### src/rtl/banked_irq_pkg.sv
package banked_irq_pkg;
  localparam int DATA_W  = 32;
  localparam int ADDR_W  = 6;
  localparam int LOCAL_N = 8;
  localparam int BANK_W  = 32;

  // register byte offsets
  localparam logic [ADDR_W-1:0] OFS_STATUS  = 6'h00;
  localparam logic [ADDR_W-1:0] OFS_B1_PEND = 6'h04;
  localparam logic [ADDR_W-1:0] OFS_B2_PEND = 6'h08;
  localparam logic [ADDR_W-1:0] OFS_RSVD    = 6'h0C;
  localparam logic [ADDR_W-1:0] OFS_B1_SET  = 6'h10;
  localparam logic [ADDR_W-1:0] OFS_B2_SET  = 6'h14;
  localparam logic [ADDR_W-1:0] OFS_LOC_SET = 6'h18;
  localparam logic [ADDR_W-1:0] OFS_B1_CLR  = 6'h1C;
  localparam logic [ADDR_W-1:0] OFS_B2_CLR  = 6'h20;
  localparam logic [ADDR_W-1:0] OFS_LOC_CLR = 6'h24;

  // shortcut copies: element 0 lands on the lowest copy bit
  localparam int B1_SC_N = 5;
  localparam int B2_SC_N = 6;
  localparam logic [B1_SC_N-1:0][4:0] B1_SC = {5'd19, 5'd18, 5'd10, 5'd9, 5'd7};
  localparam logic [B2_SC_N-1:0][4:0] B2_SC = {5'd30, 5'd25, 5'd24, 5'd23, 5'd22, 5'd21};

  // derived positions inside the first status word
  localparam int SUM1_BIT = LOCAL_N;
  localparam int SUM2_BIT = LOCAL_N + 1;
  localparam int SC1_BASE = LOCAL_N + 2;
  localparam int SC2_BASE = SC1_BASE + B1_SC_N;
  localparam int USED_W   = SC2_BASE + B2_SC_N;
endpackage

### src/rtl/irq_mask_group.sv
module irq_mask_group #(
  parameter int W = 32
) (
  input  logic         clk,
  input  logic         rst_n,
  input  logic         set_we,
  input  logic         clr_we,
  input  logic [W-1:0] wdata,
  output logic [W-1:0] en
);
  always_ff @(posedge clk or negedge rst_n) begin
    if (!rst_n)      en <= '0;
    else if (set_we) en <= en | wdata;
    else if (clr_we) en <= en & ~wdata;
  end


  set_bits_chk: assert property (@(posedge clk) disable iff (!rst_n)
    set_we |=> ((en & $past(wdata)) == $past(wdata)));

  clr_bits_chk: assert property (@(posedge clk) disable iff (!rst_n)
    (clr_we && !set_we) |=> ((en & $past(wdata)) == '0));

  hold_chk: assert property (@(posedge clk) disable iff (!rst_n)
    (!set_we && !clr_we) |=> $stable(en));
endmodule

### src/rtl/irq_status_view.sv
module irq_status_view
  import banked_irq_pkg::*;
(
  input  logic              clk,
  input  logic              rst_n,
  input  logic [LOCAL_N-1:0] loc_lvl,
  input  logic [LOCAL_N-1:0] loc_en,
  input  logic [BANK_W-1:0] b1_lvl,
  input  logic [BANK_W-1:0] b1_en,
  input  logic [BANK_W-1:0] b2_lvl,
  input  logic [BANK_W-1:0] b2_en,
  output logic [BANK_W-1:0] b1_pend,
  output logic [BANK_W-1:0] b2_pend,
  output logic [DATA_W-1:0] status_word,
  output logic              any_pend
);
  logic [LOCAL_N-1:0] loc_pend;
  logic [B1_SC_N-1:0] sc1;
  logic [B2_SC_N-1:0] sc2;

  assign loc_pend = loc_lvl & loc_en;
  assign b1_pend  = b1_lvl & b1_en;
  assign b2_pend  = b2_lvl & b2_en;

  for (genvar i = 0; i < B1_SC_N; i++) begin : g_sc1
    assign sc1[i] = b1_pend[B1_SC[i]];
  end
  for (genvar j = 0; j < B2_SC_N; j++) begin : g_sc2
    assign sc2[j] = b2_pend[B2_SC[j]];
  end

  always_comb begin
    status_word = '0;
    status_word[LOCAL_N-1:0] = loc_pend;
    status_word[SUM1_BIT] = |b1_pend;
    status_word[SUM2_BIT] = |b2_pend;
    status_word[SC2_BASE-1:SC1_BASE] = sc1;
    status_word[USED_W-1:SC2_BASE] = sc2;
  end

  assign any_pend = (|loc_pend) | (|b1_pend) | (|b2_pend);


  sc1_sum_chk: assert property (@(posedge clk) disable iff (!rst_n)
    (|status_word[SC2_BASE-1:SC1_BASE]) |-> status_word[SUM1_BIT]);

  sc2_sum_chk: assert property (@(posedge clk) disable iff (!rst_n)
    (|status_word[USED_W-1:SC2_BASE]) |-> status_word[SUM2_BIT]);
endmodule

### src/rtl/banked_irq_ctrl.sv
module banked_irq_ctrl
  import banked_irq_pkg::*;
(
  input  logic              clk,
  input  logic              rst_n,
  input  logic              reg_wr,
  input  logic [ADDR_W-1:0] reg_addr,
  input  logic [DATA_W-1:0] reg_wdata,
  output logic [DATA_W-1:0] reg_rdata,
  input  logic [LOCAL_N-1:0] local_lvl,
  input  logic [BANK_W-1:0] bank1_lvl,
  input  logic [BANK_W-1:0] bank2_lvl,
  output logic              irq_out
);
  logic [LOCAL_N-1:0] en_loc;
  logic [BANK_W-1:0]  en_b1, en_b2, pend_b1, pend_b2;
  logic [DATA_W-1:0]  status_word;
  logic               any_pend;

  irq_mask_group #(.W(LOCAL_N)) u_mask_loc (
    .clk(clk), .rst_n(rst_n),
    .set_we(reg_wr && reg_addr == OFS_LOC_SET),
    .clr_we(reg_wr && reg_addr == OFS_LOC_CLR),
    .wdata(reg_wdata[LOCAL_N-1:0]), .en(en_loc));

  irq_mask_group #(.W(BANK_W)) u_mask_b1 (
    .clk(clk), .rst_n(rst_n),
    .set_we(reg_wr && reg_addr == OFS_B1_SET),
    .clr_we(reg_wr && reg_addr == OFS_B1_CLR),
    .wdata(reg_wdata[BANK_W-1:0]), .en(en_b1));

  irq_mask_group #(.W(BANK_W)) u_mask_b2 (
    .clk(clk), .rst_n(rst_n),
    .set_we(reg_wr && reg_addr == OFS_B2_SET),
    .clr_we(reg_wr && reg_addr == OFS_B2_CLR),
    .wdata(reg_wdata[BANK_W-1:0]), .en(en_b2));

  irq_status_view u_view (
    .clk(clk), .rst_n(rst_n),
    .loc_lvl(local_lvl), .loc_en(en_loc),
    .b1_lvl(bank1_lvl), .b1_en(en_b1),
    .b2_lvl(bank2_lvl), .b2_en(en_b2),
    .b1_pend(pend_b1), .b2_pend(pend_b2),
    .status_word(status_word), .any_pend(any_pend));

  always_comb begin
    unique case (reg_addr)
      OFS_STATUS:               reg_rdata = status_word;
      OFS_B1_PEND:              reg_rdata = DATA_W'(pend_b1);
      OFS_B2_PEND:              reg_rdata = DATA_W'(pend_b2);
      OFS_B1_SET, OFS_B1_CLR:   reg_rdata = DATA_W'(en_b1);
      OFS_B2_SET, OFS_B2_CLR:   reg_rdata = DATA_W'(en_b2);
      OFS_LOC_SET, OFS_LOC_CLR: reg_rdata = DATA_W'(en_loc);
      default:                  reg_rdata = '0;
    endcase
  end

  always_ff @(posedge clk or negedge rst_n) begin
    if (!rst_n) irq_out <= 1'b0;
    else        irq_out <= any_pend;
  end


  irq_follow_chk: assert property (@(posedge clk) disable iff (!rst_n)
    1'b1 |=> (irq_out == $past(any_pend)));

  top_zero_chk: assert property (@(posedge clk) disable iff (!rst_n)
    (reg_addr == OFS_STATUS) |-> (reg_rdata[DATA_W-1:USED_W] == '0));

  rsvd_zero_chk: assert property (@(posedge clk) disable iff (!rst_n)
    (reg_addr == OFS_RSVD) |-> (reg_rdata == '0));
endmodule

### config.mk
export PLATFORM = sky130hd
export DESIGN_NAME = banked_irq_ctrl
export DESIGN_NICKNAME = d
export VERILOG_FILES = /design/src/rtl/banked_irq_pkg.sv /design/src/rtl/irq_mask_group.sv /design/src/rtl/irq_status_view.sv /design/src/rtl/banked_irq_ctrl.sv
export SDC_FILE = /design/constraint.sdc
export NUM_CORES = 1
export LEC_CHECK = 0
export CORE_AREA = 4 4 125 127
export DETAILED_ROUTE_END_ITERATION = 16
export DIE_AREA = 0 0 129 131
export PLACE_DENSITY = 0.63
export SLEW_MARGIN = 15
export SYNTH_ARGS = -nofsm -noshare
export SYNTH_HDL_FRONTEND = slang
export SYNTH_HIERARCHICAL = 1
export SYNTH_SLANG_ARGS = --single-unit
### constraint.sdc
create_clock -name clk -period 7.1 [get_ports clk]
set_input_delay 1.42 -clock clk [delete_from_list [all_inputs] [get_ports clk]]
set_output_delay 1.42 -clock clk [all_outputs]
set_load 0.01 [all_outputs]
==> reports/results.tsv, run 1 <==
metric	value	unit
total clock sinks	73	
min cycle time layout	6.01	ns
largest net degree at the start of global routing	74	
Net Sw Frac	0.267	
DRT iter0 DRCs	425	
nets@finish	764	
vias	4624	
MaxCap Viol Count	0	
cell taking the most area after synthesis	dfrtp_1	
Hold-fix buffers, CTS	0	
Comb power frac	0.218	
Die Wd	129	um
Area Growth Syn to Fin	33.6	%
Slew headroom	0.361	
Die ar.	0.0169	mm^2
R2R cell count	5	
sequential cell area fraction in the yosys report	0.367	
Setup CP Type	input pin to output port	
first-pass GRT wire length	25400	um
Via density	5.51	
CP Data Required Time	5.68	ns
buffer count from post-CTS setup fixing	0	
P_int	0.865	mW
drt total wl	16700	um
Mean Syn Cell Area	9.44	um^2
unrepaired setup endpoints after global routing	no	
FMAX	166	MHz
Register Area	0.00183	mm^2
Post-CTS Resized	0	
status	finished, final reports clean	
CTS tree	built	
Worst Hold Class	flop to flop	
Post-DP HPWL	12000	um
Yosys top cell area share	0.367	
routed len/inst	19.9	um
Initial Utilization	0.345	
Worst-Skew Late Latency	0.33	ns
final period utilization	0.846	
Slew @ Worst Pin	0.959	ns
clock power share	0.346	
post-route antenna net violation count	0	
critical path launch point type	input pin	
top cells by area, synth	dfrtp_1 (37%), a22o_1 (17%), and2_1 (8.8%)	
global-route usage over all layers	0.196	
most common cell in the netlist	a22o_1	
Synth Instances	527	
Flop pwr share	0.436	
asr flop ratio synth	1.00	
post-synthesis cell area	0.00497	mm^2
Yosys warning total	6	
final hold viol count	0	
I/O pin total	146	
Multi-input gate area	0.00281	mm^2
share of layout cells above drive strength 1	0.0687	
Hold WS	0.514	ns
CTS clock-pin slew for the worst setup and hold paths	0.06	ns
#FFs+latches synth	73	
clk buf depth	2	
P_leak	2.98	nW
Final Skew	0.00427	ns
core footprint	0.0144	mm^2
Placer Congestion	0.858	
Peak VDD IR	0.000101	V
initial antenna violation count	0	
die height	131	um
reg-to-reg slack, setup	4.49	ns
Power Density	178	mW/mm^2
P_sw	0.316	mW
synth cell count leaders	a22o_1 (96), dfrtp_1 (73), nand2_1 (73)	
CTS root buffer	clkbuf_16	
TNS Setup	0	ns
Hold Path Cell Cnt	1	
EDFF count, synth	0	
FP Rows	44	
Final Max Slew Viols	0	
n_diodes	0	
drt first pass iters	5	
global route overflow	0	
Setup crit end kind	output port	
# fillers	1405	
htree depth	3	
Num CTS Buffers	9	
critical path data arrival time	4.59	ns
number of distinct library cells after synthesis	32	
final setup violating endpoints	0	
PortBufs	145	
crit-path max FO	2	
vias in the first global route	4574	
Synth Flop Type	dfrtp_1	
drt drc	0	
R2R Path End	irq_out$_DFF_PN0_	
[logic make-up (layout without fill, tap and decap cells)]
group           after synthesis  in the layout  share of synthesized area
compound gates              146            146                      0.256
mux                          24             24                     0.0483
simple gates                230            230                      0.248
flops                        73             73                      0.367
other cells                   1             11                   0.000754
xor+xnor                      1              1                    0.00176
buf+inv                      52            170                     0.0778
[placed cells by master (no fill, tap or decap), types with 8 or more instances in the layout]
master           netlist  layout
clkdlybuf4s50_1        0     143
a22o_1                96      96
nand2_1               73      73
dfrtp_1               73      73
and2_1                70      70
nor2_1                31      27
mux2i_1               24      24
a211o_1               24      24
or4_1                 20      20
a22oi_1               16      16
conb_1                 1      11
buf_4                 26      10
clkbuf_16              0       9
or2_2                  9       9
a32oi_1                8       8
nand3_1                8       8
[worst max-delay path: stages]
cell	delay [ns]
clkdlybuf4s50_1	0.42
and2_4	0.17
or4_1	0.53
or4_1	0.53
or4_4	0.50
mux2i_1	0.14
nor2_1	0.06
a211o_1	0.33
clkdlybuf4s50_1	0.49
[worst max path at each step]
stage                        startpoint            to  slack [ns]  cells after the start
after detailed placement  bank2_lvl[27]  reg_rdata[9]        1.11                      9
after floorplan           bank1_lvl[26]  reg_rdata[8]        2.21                      7
after CTS                 bank2_lvl[27]  reg_rdata[9]        1.09                      9
after global routing      bank1_lvl[15]  reg_rdata[8]        0.94                      9
final                     bank2_lvl[27]  reg_rdata[9]        1.09                      9
after global placement    bank2_lvl[24]  reg_rdata[9]        1.13                      9
[layout make-up]
| class | instances | share of cell area |
|---|---|---|
| timing repair buffer | 155 | 0.228 |
| sequential | 73 | 0.275 |
| clock buffer | 15 | 0.0388 |
| multi-input combinational | 412 | 0.423 |
| tap | 184 | 0.0347 |
[power groups by stage]
stage / clock network (mW) / logic [mW] / registers, mW
6_report: 0.408 / 0.258 / 0.515
5_1_grt: 0.435 / 0.278 / 0.522
4_1_cts: 0.416 / 0.258 / 0.515
3_5_place_dp: 0 / 0.256 / 0.521
3_3_place_gp: 0 / 0.251 / 0.519
2_1_floorplan: 0 / 0.141 / 0.506
[metrics by stage]
step / cell area, um^2 / total power [mW] / util / worst slack [ns] / instances
2_1_floorplan: 5010 / 0.648 / - / 2.21 / 537
3_3_place_gp: 6390 / 0.770 / 0.443 / 1.13 / 824
3_5_place_dp: 6390 / 0.777 / 0.443 / 1.11 / 824
4_1_cts: 6640 / 1.19 / 0.461 / 1.09 / 839
5_1_grt: 6640 / 1.24 / 0.461 / 0.940 / 839
6_report: 6640 / 1.18 / 0.461 / 1.09 / 839
[routing by layer]
layer | up-vias | track usage | wire length [um]
li1 | 2182 | - | -
met1 | 2248 | 0.271 | 7530
met2 | 176 | 0.317 | 7970
met3 | 18 | 0.0341 | 1040
met4 | 0 | 0.0544 | 195
met5 | - | 0 | 0
Note: power is estimated with default switching activity, not from simulation.
==> run 2, diff against run 1 <==
==> constraint.sdc (replaced) <==
create_clock -name clk -period 5.6 [get_ports clk]
set_input_delay 1.12 -clock clk [delete_from_list [all_inputs] [get_ports clk]]
set_output_delay 1.12 -clock clk [all_outputs]
set_load 0.01 [all_outputs]
==> reports/results.tsv, run 2 (same netlist as run 1, synthesis figures left out) <==
metric	value	unit	change
status	finished, final reports clean		unchanged
Hold WS	0.514	ns	about the same
critical path cell sequence	clkdlybuf4s50_1 -> and2_1 -> or4_1 -> or4_1 -> or4_4 -> mux2i_1 -> nor2_1 -> a211o_1 -> clkdlybuf4s50_1		was clkdlybuf4s50_1 -> and2_4 -> or4_1 -> or4_1 -> or4_4 -> mux2i_1 -> nor2_1 -> a211o_1 -> clkdlybuf4s50_1
Power Density	234	mW/mm^2	was 178 mW/mm^2
Num CTS Buffers	9		unchanged
drt total wl	17200	um	was 16,700 um
initial antenna violation count	1		was 0
CTS tree	built		unchanged
final setup violating endpoints	0		unchanged
PortBufs	145		unchanged
FP Rows	44		unchanged
CTS root buffer	clkbuf_16		unchanged
nets@finish	767		was 764
final core occ	0.467		was 0.461
Die ar.	0.0169	mm^2	unchanged
core footprint	0.0144	mm^2	unchanged
slowest CP cell	or4_1		unchanged
critical path data arrival time	4.24	ns	was 4.59 ns
P_int	1.17	mW	was 0.865 mW
Worst Hold Class	flop to flop		unchanged
MaxCap Viol Count	0		unchanged
FMAX	186	MHz	
CTS clock-pin slew for the worst setup and hold paths	0.06	ns	about the same
Post-DP HPWL	12300	um	was 12,000 um
Comb power frac	0.208		was 0.218
Flop pwr share	0.414		was 0.436
I/O pin total	146		unchanged
Placer Congestion	0.854		was 0.858
P_sw	0.410	mW	was 0.316 mW
drt drc	0		unchanged
global route overflow	0		unchanged
most frequent cells in the layout	clkdlybuf4s50_1 (143), a22o_1 (96), nand2_1 (73), dfrtp_1 (73), and2_1 (70)		unchanged
Initial Utilization	0.345		unchanged
clock power share	0.378		was 0.346
vias	4660		was 4,624
DRT iter0 DRCs	445		was 425
Final Skew	0.00204	ns	was 0.00427 ns
final period utilization	0.958		
reg-to-reg slack, setup	2.99	ns	was 4.49 ns
largest net degree at the start of global routing	72		was 74
worst path buffer plus inverter count	2		unchanged
unrepaired setup endpoints after global routing	no		unchanged
vias in the first global route	4718		was 4,574
Net Sw Frac	0.260		was 0.267
critical path launch point type	input pin		unchanged
total clock sinks	73		unchanged
Post-CTS Resized	0		unchanged
final hold viol count	0		unchanged
routed len/inst	20.4	um	was 19.9 um
Via density	5.53		was 5.51
Slew @ Worst Pin	0.962	ns	was 0.959 ns
Pwr Total	1.58	mW	was 1.18 mW
CP Data Required Time	4.48	ns	was 5.68 ns
worst setup path startpoint	bank1_lvl[7]		was bank2_lvl[27]
crit-path max FO	3		was 2
Hold Path Cell Cnt	1		unchanged
most common library cell in the layout ignoring fill and taps	clkdlybuf4s50_1		unchanged
htree depth	3		unchanged
TNS Setup	0	ns	unchanged
R2R cell count	5		unchanged
global-route usage over all layers	0.203		was 0.196
die height	131	um	unchanged
share of layout cells above drive strength 1	0.0789		was 0.0687
buffer count from post-CTS setup fixing	0		unchanged
Slew headroom	0.358		was 0.361
Peak VDD IR	0.000116	V	was 0.000101 V
R2R Path End	irq_out$_DFF_PN0_		unchanged
first-pass GRT wire length	26400	um	was 25,400 um
# fillers	1385		was 1,405
post-route antenna net violation count	0		unchanged
Setup CP Type	input pin to output port		unchanged
Final Max Slew Viols	0		unchanged
Die Wd	129	um	unchanged
clk buf depth	2		unchanged
n_diodes	0		unchanged
Hold-fix buffers, CTS	0		unchanged
Setup crit end kind	output port		unchanged
P_leak	3.02	nW	was 2.98 nW
Top delay family on crit path	simple AND/OR/NAND/NOR gates		unchanged
Area Growth Syn to Fin	35.4	%	was 33.6%
Max stage delay on crit path	0.55	ns	was 0.53 ns
Worst-Skew Late Latency	0.33	ns	about the same
min cycle time layout	5.36	ns	
drt first pass iters	5		unchanged
==> run 2: layer usage <==
| layer | up-vias | track usage | routed length, um |
|---|---|---|---|
| met5 | - | 0 | 13 |
| met4 | 2 | 0.0568 | 286 |
| met3 | 22 | 0.0321 | 1160 |
| met2 | 207 | 0.332 | 8180 |
| met1 | 2241 | 0.281 | 7540 |
| li1 | 2188 | - | - |
==> run 2: how the worst max path moves through the flow <==
stage	depth (start not counted)	to	slack, ns
after floorplan	7	reg_rdata[8]	1.31
after global placement	9	reg_rdata[8]	0.26
after detailed placement	9	reg_rdata[8]	0.27
after CTS	9	reg_rdata[8]	0.25
after global routing	9	reg_rdata[8]	0.16
final	9	reg_rdata[8]	0.24
==> run 2: power groups by stage <==
| stage | registers (mW) | clock network (mW) | logic (mW) |
|---|---|---|---|
| 6_report | 0.653 | 0.597 | 0.327 |
| 5_1_grt | 0.662 | 0.633 | 0.354 |
| 2_1_floorplan | 0.642 | 0 | 0.179 |
| 3_5_place_dp | 0.660 | 0 | 0.325 |
| 4_1_cts | 0.652 | 0.611 | 0.327 |
| 3_3_place_gp | 0.658 | 0 | 0.320 |
==> run 2: layout make-up <==
class / count / area [um^2] / area share
clock buffer: 14 / 274 / 0.0407
clock inverter: 2 / 35.0 / 0.00521
multi-input combinational: 412 / 2810 / 0.418
sequential: 73 / 1830 / 0.271
tap: 184 / 230 / 0.0342
timing repair buffer: 158 / 1550 / 0.231
==> run 2: metrics by stage <==
stage,instance area [um^2],instances,setup slack (ns)
5_1_grt,6730,843,0.164
2_1_floorplan,5010,537,1.31
3_3_place_gp,6420,827,0.262
3_5_place_dp,6420,827,0.270
6_report,6730,843,0.236
4_1_cts,6730,843,0.253
